[src/rtl/srp_pkg.sv]
package srp_pkg;

    localparam int BURST_W = 8;

    typedef enum logic [1:0] {
        BAND_SLOW = 2'd0,
        BAND_MID  = 2'd1,
        BAND_FAST = 2'd2
    } rate_band_e;

    typedef struct packed {
        logic               up;
        logic [BURST_W-1:0] len;
    } burst_req_t;

    function automatic rate_band_e classify(int unsigned ivl,
                                            int unsigned slow_t,
                                            int unsigned fast_t);
        if (ivl >= slow_t)      return BAND_SLOW;
        else if (ivl >= fast_t) return BAND_MID;
        else                    return BAND_FAST;
    endfunction

    function automatic logic [BURST_W-1:0] band_len(rate_band_e b,
                                                    int unsigned mid_n,
                                                    int unsigned big_n);
        case (b)
            BAND_MID:  return BURST_W'(mid_n);
            BAND_FAST: return BURST_W'(big_n);
            default:   return BURST_W'(1);
        endcase
    endfunction

endpackage

[src/rtl/srp_interval_meter.sv]
module srp_interval_meter
    import srp_pkg::*;
#(
    parameter int SLOW_TICKS = 100,
    parameter int FAST_TICKS = 40
) (
    input  logic       clk,
    input  logic       rst,
    input  logic       tick_i,
    input  logic       step_i,
    output rate_band_e band_o
);
    localparam int IVL_W = $clog2(SLOW_TICKS + 1);
    localparam logic [IVL_W-1:0] IVL_TOP = IVL_W'(SLOW_TICKS);

    logic [IVL_W-1:0] ivl_q;

    always_ff @(posedge clk) begin
        if (rst) begin
            ivl_q <= IVL_TOP;
        end else if (step_i) begin
            ivl_q <= '0;
        end else if (tick_i && (ivl_q != IVL_TOP)) begin
            ivl_q <= ivl_q + 1'b1;
        end
    end

    assign band_o = classify(32'(ivl_q), SLOW_TICKS, FAST_TICKS);

endmodule

[src/rtl/srp_burst_engine.sv]
module srp_burst_engine
    import srp_pkg::*;
#(
    parameter bit QUEUE_EN = 1'b1
) (
    input  logic               clk,
    input  logic               rst,
    input  logic               step_i,
    input  logic               dir_i,
    input  logic [BURST_W-1:0] len_i,
    output logic               pulse_o,
    output logic               pulse_up_o,
    output logic               busy_o
);
    logic [BURST_W-1:0] rem_q, rem_d, rem_after;
    logic               up_q, up_d;
    burst_req_t         fresh;
    burst_req_t         slot;
    logic               slot_v;
    logic               push, pop;

    assign fresh.up  = dir_i;
    assign fresh.len = len_i;

    assign busy_o     = (rem_q != '0);
    assign pulse_o    = busy_o;
    assign pulse_up_o = up_q;

    always_comb begin
        rem_after = rem_q - BURST_W'(busy_o);
        rem_d     = rem_after;
        up_d      = up_q;
        push      = 1'b0;
        pop       = 1'b0;
        if (rem_after == '0) begin
            if (slot_v) begin
                rem_d = slot.len;
                up_d  = slot.up;
                pop   = 1'b1;
                push  = step_i;
            end else if (step_i) begin
                rem_d = fresh.len;
                up_d  = fresh.up;
            end
        end else begin
            push = step_i && !slot_v;
        end
    end

    always_ff @(posedge clk) begin
        if (rst) begin
            rem_q <= '0;
            up_q  <= 1'b1;
        end else begin
            rem_q <= rem_d;
            up_q  <= up_d;
        end
    end

    generate
        if (QUEUE_EN) begin : g_slot
            burst_req_t slot_q;
            logic       slot_v_q;
            always_ff @(posedge clk) begin
                if (rst) begin
                    slot_q   <= '0;
                    slot_v_q <= 1'b0;
                end else if (push) begin
                    slot_q   <= fresh;
                    slot_v_q <= 1'b1;
                end else if (pop) begin
                    slot_v_q <= 1'b0;
                end
            end
            assign slot   = slot_q;
            assign slot_v = slot_v_q;
        end else begin : g_noslot
            assign slot   = '0;
            assign slot_v = 1'b0;
        end
    endgenerate

endmodule

[src/rtl/srp_sat_counter.sv]
module srp_sat_counter #(
    parameter int W         = 10,
    parameter int RESET_VAL = 512
) (
    input  logic         clk,
    input  logic         rst,
    input  logic         pulse_i,
    input  logic         up_i,
    output logic [W-1:0] code_o
);
    localparam logic [W-1:0] TOP = {W{1'b1}};

    logic [W-1:0] code_q;

    always_ff @(posedge clk) begin
        if (rst) begin
            code_q <= W'(RESET_VAL);
        end else if (pulse_i) begin
            if (up_i && (code_q != TOP)) begin
                code_q <= code_q + 1'b1;
            end else if (!up_i && (code_q != '0)) begin
                code_q <= code_q - 1'b1;
            end
        end
    end

    assign code_o = code_q;

endmodule

[src/rtl/srp_twin_out.sv]
module srp_twin_out #(
    parameter int W         = 10,
    parameter int RESET_VAL = 512
) (
    input  logic         clk,
    input  logic         rst,
    input  logic         en_i,
    input  logic [W-1:0] code_i,
    output logic [W-1:0] twin_o
);
    localparam logic [W-1:0] HOLD_RST = ~W'(RESET_VAL);

    logic [W-1:0] hold_q;

    always_ff @(posedge clk) begin
        if (rst) begin
            hold_q <= HOLD_RST;
        end else if (en_i) begin
            hold_q <= ~code_i;
        end
    end

    assign twin_o = en_i ? ~code_i : hold_q;

endmodule

[src/rtl/step_rate_pot.sv]
module step_rate_pot
    import srp_pkg::*;
#(
    parameter int CODE_W     = 10,
    parameter int RESET_CODE = 512,
    parameter int SLOW_TICKS = 100,
    parameter int FAST_TICKS = 40,
    parameter int MID_STEP   = 10,
    parameter int BIG_STEP   = 100,
    parameter bit QUEUE_EN   = 1'b1
) (
    input  logic              clk,
    input  logic              rst,
    input  logic              step_i,
    input  logic              dir_i,
    input  logic              tick_i,
    input  logic              pot_en_i,
    output logic [CODE_W-1:0] code_o,
    output logic [CODE_W-1:0] twin_o,
    output logic              busy_o
);
    rate_band_e         band;
    logic [BURST_W-1:0] burst_len;
    logic               pulse;
    logic               pulse_up;

    srp_interval_meter #(
        .SLOW_TICKS(SLOW_TICKS),
        .FAST_TICKS(FAST_TICKS)
    ) u_meter (
        .clk   (clk),
        .rst   (rst),
        .tick_i(tick_i),
        .step_i(step_i),
        .band_o(band)
    );

    assign burst_len = band_len(band, MID_STEP, BIG_STEP);

    srp_burst_engine #(
        .QUEUE_EN(QUEUE_EN)
    ) u_burst (
        .clk       (clk),
        .rst       (rst),
        .step_i    (step_i),
        .dir_i     (dir_i),
        .len_i     (burst_len),
        .pulse_o   (pulse),
        .pulse_up_o(pulse_up),
        .busy_o    (busy_o)
    );

    srp_sat_counter #(
        .W        (CODE_W),
        .RESET_VAL(RESET_CODE)
    ) u_count (
        .clk    (clk),
        .rst    (rst),
        .pulse_i(pulse),
        .up_i   (pulse_up),
        .code_o (code_o)
    );

    srp_twin_out #(
        .W        (CODE_W),
        .RESET_VAL(RESET_CODE)
    ) u_twin (
        .clk   (clk),
        .rst   (rst),
        .en_i  (pot_en_i),
        .code_i(code_o),
        .twin_o(twin_o)
    );

endmodule

[config.mk]
export PLATFORM = sky130hd
export DESIGN_NAME = step_rate_pot
export DESIGN_NICKNAME = d
export VERILOG_FILES = /design/src/rtl/srp_pkg.sv /design/src/rtl/srp_interval_meter.sv /design/src/rtl/srp_burst_engine.sv /design/src/rtl/srp_sat_counter.sv /design/src/rtl/srp_twin_out.sv /design/src/rtl/step_rate_pot.sv
export SDC_FILE = /design/constraint.sdc
export NUM_CORES = 1
export LEC_CHECK = 0
export ABC_AREA = 1
export BUFFER_PORTS_ARGS = -buffer_cell sky130_fd_sc_hd__buf_2
export CORE_MARGIN = 2
export CORE_UTILIZATION = 55
export CTS_CLUSTER_SIZE = 14
export DETAILED_ROUTE_END_ITERATION = 8
export GPL_ROUTABILITY_DRIVEN = 0
export PLACE_DENSITY = 0.86
export SYNTH_ARGS = -nofsm -noshare
export SYNTH_HDL_FRONTEND = slang
export SYNTH_SLANG_ARGS = --single-unit
[constraint.sdc]
create_clock -name clk -period 2.4 [get_ports clk]
set_input_delay 0.24 -clock clk [delete_from_list [all_inputs] [get_ports clk]]
set_output_delay 0.24 -clock clk [all_outputs]
set_load 0.01 [all_outputs]
* After elaboration in Yosys (flattened, before gate mapping) *
Index checks and enable logic that the tools add are counted.

cells by class
  multipliers = 0
  reduce and logical (&&, ||, !) cells = 16
  multiplexer cells = 19
  bitwise operators = 1
  shift-type cells = 0
  equality and inequality tests = 4
  magnitude comparators = 2
  add/subtract/negate cells = 4
  divide/modulo/power cells = 0

operators by type and width
  kind                                                                   number
  10-bit two-way mux                                                     3
  8-bit two-way mux                                                      3
  7-bit two-way mux                                                      2
  7-bit case mux with 2 select lines                                     1
  10-bit by 1-bit adder with 10-bit output, second input constant        1
  10-bit inequality test, second input constant                          1
  10-bit inverter                                                        1
  10-bit nonzero test                                                    1
  10-bit by 1-bit subtractor with 10-bit output, second input constant   1
  8-bit logical NOT                                                      1
  1-bit two-way mux                                                      8
  2-bit nonzero test                                                     4
  8-bit nonzero test                                                     1
  8-bit by 1-bit subtractor with 8-bit output                            1
  7-bit by 1-bit adder with 7-bit output, second input constant          1
  7-bit by 6-bit >= comparator with 1-bit output, second input constant  1
  7-bit >= comparator, second input constant                             1
  7-bit inequality test, second input constant                           1
  1-bit logical AND                                                      4
  2-bit two-way mux                                                      2
  2-bit AND reduction                                                    2
  2-bit by 1-bit == test with 1-bit output, second input constant        1
  2-bit == test, second input constant                                   1
  1-bit logical NOT                                                      2
  2-bit OR reduction                                                     1

word-level totals
  memory bits (writable) = 0
  flip-flop bits (word level) = 46
  memories = 0
  bits in latches = 0
  word-level logic and storage cells = 55
  ROM bits = 0

* Depth between registers and ports, before layout *
  depth after elaboration = 8
  gate-level depth with buffers = 16

* Hierarchy *
A second synthesis with hierarchy kept.

second synthesis, totals
  cell total of the unflattened synthesis = 481
  area total of the unflattened synthesis = 3181.8 µm²

modules (own cells, without submodules)
  module              seq. area each (µm²)  cells an instance  area an instance (µm²)  times used
  srp_burst_engine    380.4                 191                1280.0                  1
  srp_sat_counter     200.2                 169                997.2                   1
  srp_interval_meter  140.1                 63                 442.9                   1
  srp_twin_out        200.2                 53                 425.4                   1
  step_rate_pot       0.0                   5                  36.3                    1

* Worst setup path after synthesis *
Ideal clock, no wire load.

  path kind = register to register
  start = reg u_count.code_q[1] (netlist: u_count.code_o[1])
  end = reg u_count.code_q[8] (netlist: u_count.code_o[8])
  data required time = 2.280 ns
  arrival = 2.161 ns
  slack = 0.119 ns
  clock period less this slack = 2.281 ns
  cell stages (with the launch flop) = 12
  cells stage by stage = dfxtp_1 > inv_1 > nor3_1 > nand3_1 > nand2_1 > inv_1 > fa_1 > o21ai_0 > nand4_1 > nand2_1 > xnor2_1 > a21oi_1

between the ends
  longest elaborated chain between the ends = 4
  elaborated cells between the ends (all ways) = 10
  those cells by class = 2 x add/sub; 1 x eq/ne; 2 x mux; 5 x reduce/logical

RTL lines
  what                                                                                   line                   RTL
  from (decl)                                                                            srp_sat_counter.sv:13  logic [W-1:0] code_q;
  from (signal assigned)                                                                 srp_sat_counter.sv:17  code_q <= W'(RESET_VAL);
  from (signal assigned)                                                                 srp_sat_counter.sv:20  code_q <= code_q + 1'b1;
  from (signal assigned)                                                                 srp_sat_counter.sv:22  code_q <= code_q - 1'b1;
  branches (longest 4 deep; another with 10-bit by 1-bit subtractor with 10-bit output)  --

Parallel ways; which one is timed is not known. The select of a mux whose other input is x is not followed.
A chain may end at the register's enable or synchronous reset.

* Worst setup path after layout *
  start = reg u_count.code_q[5] (netlist: u_count.code_o[5])
  end = reg u_count.code_q[8] (netlist: u_count.code_o[8])

Same word-level chain as after synthesis.

==> results.cfg <==
[route]
drtIter0Drc = 93
dr_wl_met3_microns = 231
detail_route.wl_per_cell_microns = 11.9
antenna_left = 0
routed-wl-met2_microns = 2420
totalWireLength_microns = 5120
drc_errors = 0
wirelength_met1_microns = 2430
drt-vias-per-instance = 5.25
top_layer_used = met4
dr.pass1.iters = 4
vias = 2254

[clocking]
clock-sinks = 41
root_buffer = clkbuf_8
clk_latency_ns = 0.30
cts_tree = done
h-tree-depth = 2
clk_pin_slew_worst_paths_ns = 0.09
cts_hold_buf = 0
cts_made_buffers = 5
cts_buffer_depth = 2

[sta]
relSlewSlack_pct = 73.6
setup_viol = 0
finalCriticalPeriod_ns = 2.30
max_slew.worst_pin.slew_ns = 0.394
fin_worst_skew_ns = 0.0101
hold_viol_final = 0
finalCritPeriodShare_pct = 95.9
fmax_mhz = 435
final.setup.tns_ns = 0
final-max-slew-violation-count = 0

[critical_path]
critPathLaunch = u_count.code_o[5]$_SDFFE_PP0P_
crit_path_start_kind = flop
reg2reg_depth = 11
cp_max_fo = 6
r2r-start = u_count.code_o[5]$_SDFFE_PP0P_
worstPathArrival_ns = 2.48
endpoint_kind = flop
path_class = flop to flop
cp.required_ns = 2.58

[global_route]
grt_max_degree = 22
grt_pass1_wl_microns = 8750
antenna_found_initial = 0
grtUsageTotal_pct = 21.4
grt-ovfl-total = 0
first_global_vias = 2056

[final_layout]
drive_above_1_share_pct = 22.4
fill_cells = 313
diodes = 0
seqCellArea_sq_um = 827
finish.utilization_pct = 68.5
final_cell_mix = nand2_1, inv_1, dfxtp_1
final_nets = 398
area_delta_synth_final_pct = 18.1
layout.cells.non_filler = 429
multi_input_area_sq_um = 1380
final_common_cell = nand2_1

[place]
dp_cells = 418
dpl.hpwl_microns = 3710
portBuffers = 26

[power]
switchingPower_mw = 1.22
ir_worst_vdd_uv = 670
clock_power_share_pct = 18.0
power_frac_comb_pct = 49.8
p_per_area_nw_per_um2 = 1040
leakagePower_nw = 1.31
swShare_pct = 42.2
p_int_mw = 1.67
seqPwrFrac_pct = 32.2

[die]
initial_core_util_pct = 58.0
die_area_sq_um = 4820
die_x_microns = 69.4
core-area_sq_um = 4060
rows = 23
pin_count = 27
die_h_microns = 69.4

[yosys]
synth-main-ff-cell = dfxtp_1
synth.area.top_cells = dfxtp_1, nand2_1, ha_1
synth_cell_types = 36
yosys_register_bits = 41
synth.mux.area_fraction_pct = 0
synth_compound_area_share_pct = 14.8
netlist_instances = 337
syn_area_sq_um = 2350
ys_async_sr_fraction_pct = 0
seq_area_frac_synth_pct = 34.9
synth_top_family_by_area = simple AND/OR/NAND/NOR gates
synth_xor_area_share_pct = 2.98
synth_fa_ha_area_share_pct = 7.76
syn_nets = 357
yosys_warnings = 0
synth_top_cell_area_share_pct = 34.9
synth_area_leader_cell = dfxtp_1
synth-simple-area-share_pct = 31.0
synth_edf_count = 0
syn_avg_cell_area_sq_um = 6.98

[min_path]
min_path_type = input port to flop
hold_path_depth = 5
hp-start = dir_i

[outcome]
status = completed

[run]
max-cap-violations = 0
[per-stage QoR]
stage	cell area [sq um]	setup WS, ns	total power, mW	hold slack (ns)
final	2780	0.0993	2.90	0.258
after global placement	2590	0.133	2.25	0.458
after floorplan	2350	0.119	1.93	0.401
after CTS	2700	0.0674	2.81	0.264
after global routing	2780	-0.0701	3.11	0.289
after detailed placement	2590	0.0280	2.29	0.463
[registers in the layout (all words and copies together), names as in the netlist]
signal                   cells
u_burst.rem_q                8
u_count.code_o              10
u_burst.g_slot.slot_q        4
u_burst.g_slot.slot_v_q      1
u_twin.hold_q               10
u_meter.ivl_q                7
u_burst.pulse_up_o           1
[area by class of cell]
type | instances | area share, %
sequential | 41 | 29.8
clock buffer | 7 | 3.47
clock inverter | 1 | 0.315
inverter | 44 | 6.03
multi-input combinational | 246 | 49.7
timing repair buffer | 40 | 8.46
tap | 50 | 2.25
[Yosys cell counts, drive strengths merged (3+ instances only)]
| library cell | number |
|---|---|
| nand4 | 6 |
| xor2 | 6 |
| inv | 41 |
| o21ai | 30 |
| nor2 | 33 |
| or2 | 3 |
| clkinv | 3 |
| a21oi | 26 |
| clkbuf | 4 |
| dfxtp | 41 |
| nand3b | 3 |
| nor3 | 5 |
| nand3 | 23 |
| ha | 13 |
| nand2 | 86 |
[cells by family (layout without fill, tap and decap cells)]
group / after synthesis / count (layout)
compound gates: 63 / 63
fa+ha+maj: 14 / 14
buf+inv: 50 / 92
simple gates: 161 / 161
xor+xnor: 8 / 8
flops: 41 / 41
[worst paths after layout]
check	end	slack, ns
worst max register to register	u_count.code_o[8]$_SDFFE_PP0P_	0.1
worst min register to register	u_twin.hold_q[5]$_SDFF_PP1_	0.48
worst max-delay path	u_count.code_o[8]$_SDFFE_PP0P_	0.1
worst min-delay path	u_burst.g_slot.slot_q[8]$_SDFFE_PP0P_	0.26
[routing by layer]
metal	up-vias	track usage [%]
li1	1179	-
met1	1013	27.8
met2	56	35.8
met3	6	4.51
met4	0	6.32
met5	-	0
[what timing repair did]
| action | in CTS | in global routing |
|---|---|---|
| cloned | 0 | 0 |
| setup endpoints to repair | 1 | 13 |
| pin swaps | 0 | 5 |
| resized for setup | 1 | 16 |
| buffers inserted | 0 | 3 |
[power groups by stage]
| stage | sequential, mW | combinational [mW] | clock, mW |
|---|---|---|---|
| after global placement | 0.929 | 1.32 | 0 |
| after detailed placement | 0.932 | 1.36 | 0 |
| after global routing | 0.949 | 1.62 | 0.548 |
| after CTS | 0.917 | 1.37 | 0.522 |
| after floorplan | 0.964 | 0.969 | 0 |
| final | 0.933 | 1.44 | 0.521 |
[worst max-delay path, cell delays in order (launching register included)]
cell	delay, ns
dfxtp_2	0.37
nand2_1	0.08
nor3_2	0.25
nand3_1	0.13
nand2_2	0.15
inv_1	0.07
fa_1	0.40
o21ai_1	0.29
nand4_1	0.13
nand2_1	0.11
xnor2_1	0.12
a21oi_1	0.08
Note: power is estimated with default switching activity, not from simulation.
